**src/rtl/blt_fe_pkg.sv**
```systemverilog
`timescale 1ns/1ps
package blt_fe_pkg;

   localparam int unsigned SEL_W   = 5;
   localparam int unsigned N_COORD = 6;
   localparam int unsigned N_SURF  = 2;

   // coordinate slot indices
   localparam int unsigned CI_SRC_X  = 0;
   localparam int unsigned CI_SRC_Y  = 1;
   localparam int unsigned CI_DST_X  = 2;
   localparam int unsigned CI_DST_Y  = 3;
   localparam int unsigned CI_WIDTH  = 4;
   localparam int unsigned CI_HEIGHT = 5;

   typedef enum logic [SEL_W-1:0] {
      SEL_SRC_X     = 5'd0,
      SEL_SRC_Y     = 5'd1,
      SEL_DST_X     = 5'd2,
      SEL_DST_Y     = 5'd3,
      SEL_WIDTH     = 5'd4,
      SEL_HEIGHT    = 5'd5,
      SEL_SRC_YX    = 5'd6,
      SEL_SRC_XY    = 5'd7,
      SEL_DST_YX    = 5'd8,
      SEL_DST_XY    = 5'd9,
      SEL_HGT_WID   = 5'd10,
      SEL_WID_HGT   = 5'd11,
      SEL_WID_X     = 5'd12,
      SEL_HGT_Y     = 5'd13,
      SEL_SRC_PO    = 5'd14,
      SEL_DST_PO    = 5'd15,
      SEL_SRC_OFFS  = 5'd16,
      SEL_DST_OFFS  = 5'd17,
      SEL_SRC_PITCH = 5'd18,
      SEL_DST_PITCH = 5'd19
   } blt_sel_e;

   function automatic blt_sel_e surf_po_sel(input int unsigned s);
      return (s == 0) ? SEL_SRC_PO : SEL_DST_PO;
   endfunction

   function automatic blt_sel_e surf_offs_sel(input int unsigned s);
      return (s == 0) ? SEL_SRC_OFFS : SEL_DST_OFFS;
   endfunction

   function automatic blt_sel_e surf_pitch_sel(input int unsigned s);
      return (s == 0) ? SEL_SRC_PITCH : SEL_DST_PITCH;
   endfunction

endpackage

```
**src/rtl/blt_coord_dec.sv**
```systemverilog
`timescale 1ns/1ps
module blt_coord_dec
   import blt_fe_pkg::*;
(
   input  logic               we,
   input  logic [SEL_W-1:0]   sel,
   output logic [N_COORD-1:0] upd,
   output logic [N_COORD-1:0] use_hi,
   output logic               launch
);

   logic [N_COORD-1:0] hit;

   always_comb begin
      hit    = '0;
      use_hi = '0;
      case (sel)
         SEL_SRC_X:  hit[CI_SRC_X]  = 1'b1;
         SEL_SRC_Y:  hit[CI_SRC_Y]  = 1'b1;
         SEL_DST_X:  hit[CI_DST_X]  = 1'b1;
         SEL_DST_Y:  hit[CI_DST_Y]  = 1'b1;
         SEL_WIDTH:  hit[CI_WIDTH]  = 1'b1;
         SEL_HEIGHT: hit[CI_HEIGHT] = 1'b1;
         SEL_SRC_YX: begin
            hit[CI_SRC_X]    = 1'b1;
            hit[CI_SRC_Y]    = 1'b1;
            use_hi[CI_SRC_Y] = 1'b1;
         end
         SEL_SRC_XY: begin
            hit[CI_SRC_X]    = 1'b1;
            hit[CI_SRC_Y]    = 1'b1;
            use_hi[CI_SRC_X] = 1'b1;
         end
         SEL_DST_YX: begin
            hit[CI_DST_X]    = 1'b1;
            hit[CI_DST_Y]    = 1'b1;
            use_hi[CI_DST_Y] = 1'b1;
         end
         SEL_DST_XY: begin
            hit[CI_DST_X]    = 1'b1;
            hit[CI_DST_Y]    = 1'b1;
            use_hi[CI_DST_X] = 1'b1;
         end
         SEL_HGT_WID: begin
            hit[CI_WIDTH]     = 1'b1;
            hit[CI_HEIGHT]    = 1'b1;
            use_hi[CI_HEIGHT] = 1'b1;
         end
         SEL_WID_HGT: begin
            hit[CI_WIDTH]    = 1'b1;
            hit[CI_HEIGHT]   = 1'b1;
            use_hi[CI_WIDTH] = 1'b1;
         end
         SEL_WID_X: begin
            hit[CI_DST_X]    = 1'b1;
            hit[CI_WIDTH]    = 1'b1;
            use_hi[CI_WIDTH] = 1'b1;
         end
         SEL_HGT_Y: begin
            hit[CI_DST_Y]     = 1'b1;
            hit[CI_HEIGHT]    = 1'b1;
            use_hi[CI_HEIGHT] = 1'b1;
         end
         default: hit = '0;
      endcase
   end

   // any accepted write carrying a width value launches an operation
   assign upd    = we ? hit : '0;
   assign launch = upd[CI_WIDTH];

endmodule

```
**src/rtl/blt_surf_regs.sv**
```systemverilog
`timescale 1ns/1ps
module blt_surf_regs #(
   parameter int unsigned DATA_W     = 32,
   parameter int unsigned PITCH_W    = 14,
   parameter int unsigned PK_OFFS_W  = 21,
   parameter int unsigned PK_PITCH_W = 10,
   parameter int unsigned PK_SHIFT   = 5,
   parameter int unsigned ALIGN_W    = 4,
   parameter int unsigned TILE_BIT   = 16
) (
   input  logic              clk,
   input  logic              rst_n,
   input  logic              we_pk,
   input  logic              we_offs,
   input  logic              we_pitch,
   input  logic [DATA_W-1:0] data,
   output logic [PITCH_W-1:0] pitch,
   output logic [DATA_W-1:0] offset,
   output logic              tile
);

   localparam int unsigned PK_PITCH_LSB = PK_OFFS_W;
   localparam int unsigned PK_TILE_BIT  = DATA_W - 1;

   logic [DATA_W-1:0]  pk_offs;
   logic [PITCH_W-1:0] pk_pitch;
   logic [DATA_W-1:0]  dir_offs;

   assign pk_offs  = DATA_W'(data[PK_OFFS_W-1:0]) << PK_SHIFT;
   assign pk_pitch = PITCH_W'(data[PK_PITCH_LSB +: PK_PITCH_W]);
   assign dir_offs = {data[DATA_W-1:ALIGN_W], {ALIGN_W{1'b0}}};

   always_ff @(posedge clk or negedge rst_n) begin
      if (!rst_n) begin
         pitch  <= '0;
         offset <= '0;
         tile   <= 1'b0;
      end else if (we_pk) begin
         offset <= pk_offs;
         pitch  <= pk_pitch;
         tile   <= data[PK_TILE_BIT];
      end else begin
         if (we_offs) begin
            offset <= dir_offs;
         end
         if (we_pitch) begin
            pitch <= data[PITCH_W-1:0];
            tile  <= data[TILE_BIT];
         end
      end
   end

endmodule

```
**src/rtl/blt_launch.sv**
```systemverilog
`timescale 1ns/1ps
module blt_launch (
   input  logic clk,
   input  logic rst_n,
   input  logic fire,
   output logic start
);

   always_ff @(posedge clk or negedge rst_n) begin
      if (!rst_n) begin
         start <= 1'b0;
      end else begin
         start <= fire;
      end
   end

endmodule

```
**src/rtl/blt_param_frontend.sv**
```systemverilog
`timescale 1ns/1ps
module blt_param_frontend
   import blt_fe_pkg::*;
#(
   parameter int unsigned COORD_W    = 14,
   parameter int unsigned DATA_W     = 32,
   parameter int unsigned HI_LSB     = 16,
   parameter int unsigned PITCH_W    = 14,
   parameter int unsigned PK_OFFS_W  = 21,
   parameter int unsigned PK_PITCH_W = 10,
   parameter int unsigned PK_SHIFT   = 5,
   parameter int unsigned ALIGN_W    = 4,
   parameter int unsigned TILE_BIT   = 16
) (
   input  logic               clk,
   input  logic               rst_n,
   input  logic               wr_en,
   input  logic [SEL_W-1:0]   wr_sel,
   input  logic [DATA_W-1:0]  wr_data,
   input  logic               busy,
   output logic               start,
   output logic [COORD_W-1:0] src_x,
   output logic [COORD_W-1:0] src_y,
   output logic [COORD_W-1:0] dst_x,
   output logic [COORD_W-1:0] dst_y,
   output logic [COORD_W-1:0] width,
   output logic [COORD_W-1:0] height,
   output logic [PITCH_W-1:0] src_pitch,
   output logic [PITCH_W-1:0] dst_pitch,
   output logic [DATA_W-1:0]  src_offset,
   output logic [DATA_W-1:0]  dst_offset,
   output logic               src_tile,
   output logic               dst_tile
);

   localparam int unsigned HI_TOP = HI_LSB + COORD_W;

   // elaboration-time parameter checks
   if (COORD_W < 1 || COORD_W > HI_LSB) begin : g_bad_coord
      $error("COORD_W must be between 1 and HI_LSB");
   end
   if (HI_TOP > DATA_W) begin : g_bad_hi
      $error("high coordinate field exceeds the data word");
   end
   if (PK_OFFS_W + PK_PITCH_W + 1 != DATA_W) begin : g_bad_pack
      $error("packed offset, pitch and tile must fill the data word");
   end
   if (PITCH_W <= PK_PITCH_W || PITCH_W > DATA_W) begin : g_bad_pitch
      $error("PITCH_W must exceed the packed pitch width");
   end
   if (ALIGN_W < 1 || ALIGN_W >= DATA_W || TILE_BIT >= DATA_W) begin : g_bad_misc
      $error("ALIGN_W or TILE_BIT out of range");
   end

   logic               accept;
   logic [N_COORD-1:0] upd;
   logic [N_COORD-1:0] use_hi;
   logic               launch;
   logic [COORD_W-1:0] lo_val;
   logic [COORD_W-1:0] hi_val;
   logic [COORD_W-1:0] coord_q [N_COORD];
   logic [PITCH_W-1:0] pitch_a [N_SURF];
   logic [DATA_W-1:0]  offs_a  [N_SURF];
   logic               tile_a  [N_SURF];

   assign accept = wr_en & ~busy;
   assign lo_val = wr_data[COORD_W-1:0];
   assign hi_val = wr_data[HI_LSB +: COORD_W];

   blt_coord_dec u_dec (
      .we     (accept),
      .sel    (wr_sel),
      .upd    (upd),
      .use_hi (use_hi),
      .launch (launch)
   );

   for (genvar i = 0; i < N_COORD; i++) begin : g_coord
      always_ff @(posedge clk or negedge rst_n) begin
         if (!rst_n) begin
            coord_q[i] <= '0;
         end else if (upd[i]) begin
            coord_q[i] <= use_hi[i] ? hi_val : lo_val;
         end
      end
   end

   for (genvar s = 0; s < N_SURF; s++) begin : g_surf
      blt_surf_regs #(
         .DATA_W     (DATA_W),
         .PITCH_W    (PITCH_W),
         .PK_OFFS_W  (PK_OFFS_W),
         .PK_PITCH_W (PK_PITCH_W),
         .PK_SHIFT   (PK_SHIFT),
         .ALIGN_W    (ALIGN_W),
         .TILE_BIT   (TILE_BIT)
      ) u_surf (
         .clk      (clk),
         .rst_n    (rst_n),
         .we_pk    (accept && (wr_sel == surf_po_sel(s))),
         .we_offs  (accept && (wr_sel == surf_offs_sel(s))),
         .we_pitch (accept && (wr_sel == surf_pitch_sel(s))),
         .data     (wr_data),
         .pitch    (pitch_a[s]),
         .offset   (offs_a[s]),
         .tile     (tile_a[s])
      );
   end

   blt_launch u_launch (
      .clk   (clk),
      .rst_n (rst_n),
      .fire  (launch),
      .start (start)
   );

   assign src_x      = coord_q[CI_SRC_X];
   assign src_y      = coord_q[CI_SRC_Y];
   assign dst_x      = coord_q[CI_DST_X];
   assign dst_y      = coord_q[CI_DST_Y];
   assign width      = coord_q[CI_WIDTH];
   assign height     = coord_q[CI_HEIGHT];
   assign src_pitch  = pitch_a[0];
   assign dst_pitch  = pitch_a[1];
   assign src_offset = offs_a[0];
   assign dst_offset = offs_a[1];
   assign src_tile   = tile_a[0];
   assign dst_tile   = tile_a[1];

endmodule

```
**config.mk**
```make
export PLATFORM = sky130hd
export DESIGN_NAME = blt_param_frontend
export DESIGN_NICKNAME = d
export VERILOG_FILES = /design/src/rtl/blt_fe_pkg.sv /design/src/rtl/blt_coord_dec.sv /design/src/rtl/blt_surf_regs.sv /design/src/rtl/blt_launch.sv /design/src/rtl/blt_param_frontend.sv
export SDC_FILE = /design/constraint.sdc
export NUM_CORES = 1
export LEC_CHECK = 0
export CAP_MARGIN = 20
export CORE_ASPECT_RATIO = 1.2
export CORE_MARGIN = 5
export CORE_UTILIZATION = 60
export CTS_BUF_LIST = sky130_fd_sc_hd__clkbuf_4 sky130_fd_sc_hd__clkbuf_8
export CTS_CLUSTER_DIAMETER = 50
export DETAILED_ROUTE_END_ITERATION = 16
export DONT_BUFFER_PORTS = 1
export HOLD_SLACK_MARGIN = 0.12
export PLACE_DENSITY = 0.83
export SLEW_MARGIN = 40
export SYNTH_ARGS = -nofsm -noshare
export SYNTH_HDL_FRONTEND = slang
export SYNTH_SLANG_ARGS = --single-unit
```
**constraint.sdc**
```tcl
create_clock -name clk -period 0.8 [get_ports clk]
set_input_delay 0.08 -clock clk [delete_from_list [all_inputs] [get_ports clk]]
set_output_delay 0.08 -clock clk [all_outputs]
set_load 0.005 [all_outputs]
```
==> impl_summary.log <==
INFO  metric n_fill_cell = 754
INFO  metric failed_checks = negative hold slack, negative setup slack
INFO  metric drv_slew = 0
INFO  metric synth_cell_types = 48
INFO  metric main_synth_ff_type = sky130_fd_sc_hd__dfrtp_1
INFO  metric critical_path.max_stage_delay = 0.42 ns
INFO  metric seqPwrFrac = 0.518
INFO  metric core.rowCount = 46
INFO  metric coreArea = 13300 sq um
INFO  metric fp.dieArea = 16050 sq um
INFO  metric cts-htree-levels = 4
INFO  metric finalCritPeriodShare = 1.497
INFO  metric worst_skew_pair.late_latency = 0.46 ns
INFO  metric worstPathRequired = 0.72 ns
INFO  metric final_area = 10760 sq um
INFO  metric cts-hold-fix-buffers = 32
INFO  metric cp_common_cell = sky130_fd_sc_hd__buf_6
INFO  metric peakVddDrop = 1580 uV
INFO  metric post-synth-top-area-cell = sky130_fd_sc_hd__dfrtp_1
INFO  metric die-height = 137.8 microns
INFO  metric run_status = finished, violations left
INFO  metric critical_path.n_buffers_inverters = 2
INFO  metric first_pass_grt_wire_length = 42.60 mm
INFO  metric timing.critical_path.slowest_stage_cell = sky130_fd_sc_hd__dfrtp_1
INFO  metric post_dp_cell_area = 8999 sq um
INFO  metric hold_slack = -0.6966 ns
INFO  metric cts_made_buffers = 17
INFO  metric top_level_ports = 220
INFO  metric total_power = 24.17 mW
INFO  metric placed_cells = 1004
INFO  metric grt_start_max_net_pins = 172
INFO  metric viasPerCell = 6.652
INFO  metric path_delay_family = flip-flops
INFO  metric power_density = 2247 nW/um^2
INFO  metric max_clock_freq = 835.0 MHz
INFO  metric setup_ws = -0.3977 ns
INFO  metric synthAdderAreaFrac = 0
INFO  metric layout_min_cycle_time = 1.198 ns
INFO  metric cap_violations = 0
INFO  metric async_set_reset_flop_share_out_of_synthesis = 1.000
INFO  metric synth-compound-area-share = 0.1309
INFO  metric p_comb_frac = 0.241
INFO  metric synth.area.top_cells = sky130_fd_sc_hd__dfrtp_1 (52%), sky130_fd_sc_hd__mux2i_1 (12%), sky130_fd_sc_hd__nand2_1 (6.9%)
INFO  metric leakage = 5.430 nW
INFO  metric clk_transition_reported_paths = 0.09 ns
INFO  metric root_buffer = sky130_fd_sc_hd__clkbuf_8
INFO  metric critPathMaxFanout = 2
INFO  metric clock_sinks = 171
INFO  metric synth-xor-area-share = 0
INFO  metric critical_path.startpoint_type = flop
INFO  metric muxShareOfSynthArea = 0.1238
INFO  metric setup.worst_path.class = reg -> out
INFO  metric grt_antenna_before_repair = 7
INFO  metric via_count_of_the_first_global_routing_pass = 7079
INFO  metric switching_power_of_the_nets = 7.631 mW
INFO  metric final_layout_size_suffix_gt1_frac = 0.2965
INFO  metric switching_share = 0.3157
INFO  metric worst_pin_slew = 1.054 ns
INFO  metric post_synth_instance_area = 8165 sq um
INFO  metric end_kind = output port
INFO  metric area_growth_syn_to_layout = 31.72%
INFO  metric chipWidth = 116.5 microns
INFO  metric yosysWarnings = 0
INFO  metric cell_internal_pwr = 16.54 mW
INFO  metric synthSimpleGateAreaFrac = 0.1535
INFO  metric io_buffer_count = 0
INFO  metric regToRegStartpoint = g_surf[1].u_surf.pitch[0]
INFO  metric fin_skew = 0 ns
INFO  metric hpwl = 17.07 mm
INFO  metric first_pass_iters = 5
INFO  metric share_clk_of_total_power = 0.240
INFO  metric final-instance-count-excl-fill = 1108
INFO  metric crit_path_start = g_surf[1].u_surf.pitch[0]
INFO  metric timing.slew.headroom = 0.2964
INFO  metric hold_path.class = in -> async
INFO  metric timing.final.setup_violations = 253
INFO  metric final_count_of_hold_timing_violations = 172
INFO  metric largest_family_of_logic_cells_by_synthesized_area = simple AND/OR/NAND/NOR gates
INFO  metric num_vias = 7370
INFO  metric cts_tree = yes
INFO  metric floorplan.initialDensity = 0.6142
INFO  metric worstPathCellList = buf_6, buf_6
INFO  metric drc_errors = 0
INFO  metric postSynthRegisterBits = 171
INFO  metric detailedRoute.firstIterationViolations = 819
INFO  metric total_routed_length = 31.65 mm
INFO  metric cts_buffer_depth = 2
INFO  metric nNetsFinal = 960
INFO  metric netlist.area_leader.share = 0.5241
INFO  metric grt_setup_unrepaired = true
INFO  metric yosysSeqAreaShare = 0.5241
INFO  metric wire_per_inst = 28.57 microns
INFO  metric grt-ovfl-total = 0
INFO  metric critPathArrivalTime = 1.12 ns
INFO  metric grt_use_total = 0.3678
INFO  metric gpl_congestion = 0.8748
INFO  metric syn-instance-count = 829
INFO  metric synth-edff-count = 0
INFO  metric synthesis.area_per_instance = 9.850 sq um
INFO  metric drtAntennaViolNets = 0
## worst register-to-register path, cell delays in order (launching register included)
cell	delay (ns)
sky130_fd_sc_hd__dfrtp_1	0.42
sky130_fd_sc_hd__nor3b_2	0.18
sky130_fd_sc_hd__a221o_1	0.27
## cells by family (layout without fill, tap and decap cells)
family / after synthesis / in the layout
compound gates: 177 / 177
buf+inv: 99 / 194
flops: 171 / 171
mux: 101 / 101
other cells: 1 / 17
simple gates: 280 / 280
## what timing repair did
action	in CTS	in global routing
setup buffers	12	20
pin swaps	4	47
resized for setup	69	151
endpoints found under the hold margin	342	288
cloned	1	5
endpoints found under the setup margin	177	339
## power by group through the flow
stage / logic, mW / registers (mW) / clock network, mW
floorplan: 2.40 / 11.9 / 0
global placement: 3.43 / 12.3 / 0
detailed placement: 3.69 / 12.4 / 0
CTS: 4.93 / 12.4 / 5.80
global route: 6.27 / 12.7 / 6.15
finish: 5.83 / 12.5 / 5.81
## cell usage after synthesis (2+ instances only)
cell                         n
sky130_fd_sc_hd__nand3b_1    3
sky130_fd_sc_hd__a31oi_1     9
sky130_fd_sc_hd__o21ai_2     2
sky130_fd_sc_hd__a221o_1     4
sky130_fd_sc_hd__nand4_1     2
sky130_fd_sc_hd__and3_1      2
sky130_fd_sc_hd__nand3_1    16
sky130_fd_sc_hd__inv_1       2
sky130_fd_sc_hd__nor2_1     76
sky130_fd_sc_hd__nor3b_2     2
sky130_fd_sc_hd__buf_2      28
sky130_fd_sc_hd__buf_4      20
sky130_fd_sc_hd__clkbuf_1   38
sky130_fd_sc_hd__nor3b_1     6
sky130_fd_sc_hd__and4_1      2
sky130_fd_sc_hd__a21oi_1    77
sky130_fd_sc_hd__o21ai_0    41
sky130_fd_sc_hd__nand2_1   150
sky130_fd_sc_hd__or3b_2      2
sky130_fd_sc_hd__and2_1      3
sky130_fd_sc_hd__nor2b_1     2
sky130_fd_sc_hd__dfrtp_1   171
sky130_fd_sc_hd__a21bo_2     2
sky130_fd_sc_hd__mux2i_1   101
sky130_fd_sc_hd__buf_6       9
sky130_fd_sc_hd__a22oi_1    36
sky130_fd_sc_hd__nor4b_1     2
## metal layers
layer	up-vias	share of wire	global-route usage
met5	-	0.00060	0
met4	2	0.067	0.1992
met3	187	0.13	0.1283
met2	583	0.47	0.6043
met1	3583	0.33	0.4180
li1	3015	-	-
## sequential cells by signal (all words and copies together), names as in the netlist
signal	count
g_surf.u_surf.offset	56
g_surf.u_surf.pitch	28
dst_y	14
height	14
src_x	14
u_launch.start	1
g_surf.u_surf.tile	2
dst_x	14
src_y	14
width	14
## worst paths after layout
| kind | end | slack (ns) | cells after the start |
|---|---|---|---|
| max reg2reg | g_surf[1].u_surf.pitch[0] | -0.19 | 2 |
| min in group clk | g_surf[0].u_surf.offset[10] | -0.04 | 4 |
| max | dst_pitch[0] | -0.40 | 2 |
| max in group asynchronous | width[12] | 1.25 | 0 |
| min reg2reg | dst_x[11] | 0.52 | 2 |
| min | dst_x[2] | -0.70 | 0 |
## layout by cell type, fill, tap and decap left out, types with 22 or more instances in the layout
cell type and instances:
sky130_fd_sc_hd__a21oi_2 28, sky130_fd_sc_hd__nor2_1 58, sky130_fd_sc_hd__nand2_1 133, sky130_fd_sc_hd__mux2i_1 100, sky130_fd_sc_hd__dfrtp_1 170, sky130_fd_sc_hd__buf_12 24
sky130_fd_sc_hd__buf_6 72, sky130_fd_sc_hd__buf_4 28, sky130_fd_sc_hd__o21ai_1 22, sky130_fd_sc_hd__a21oi_1 46
## per-stage QoR
step           setup slack [ns]  setup TNS, ns    util
3_5_place_dp            -0.5031         -69.94  0.6768
2_1_floorplan           -0.5789         -67.32       -
6_report                -0.3977         -37.09  0.8090
4_1_cts                 -0.3969         -74.19  0.7570
3_3_place_gp            -0.4430         -63.36  0.6768
5_1_grt                 -0.4301         -43.56  0.8082
## layout make-up
type                    count  area (sq um)  area share
inverters                   3         11.26    0.001047
well taps                 168         210.2     0.01954
flip-flops and latches    171          4280      0.3980
multi-input cells         566          3895      0.3621
clock inverters             7         67.56    0.006282
repair buffers            160          1969      0.1831
clock buffers              24         299.0     0.02780
diodes                      9         22.52    0.002094
(Power assumes the default switching activity.)
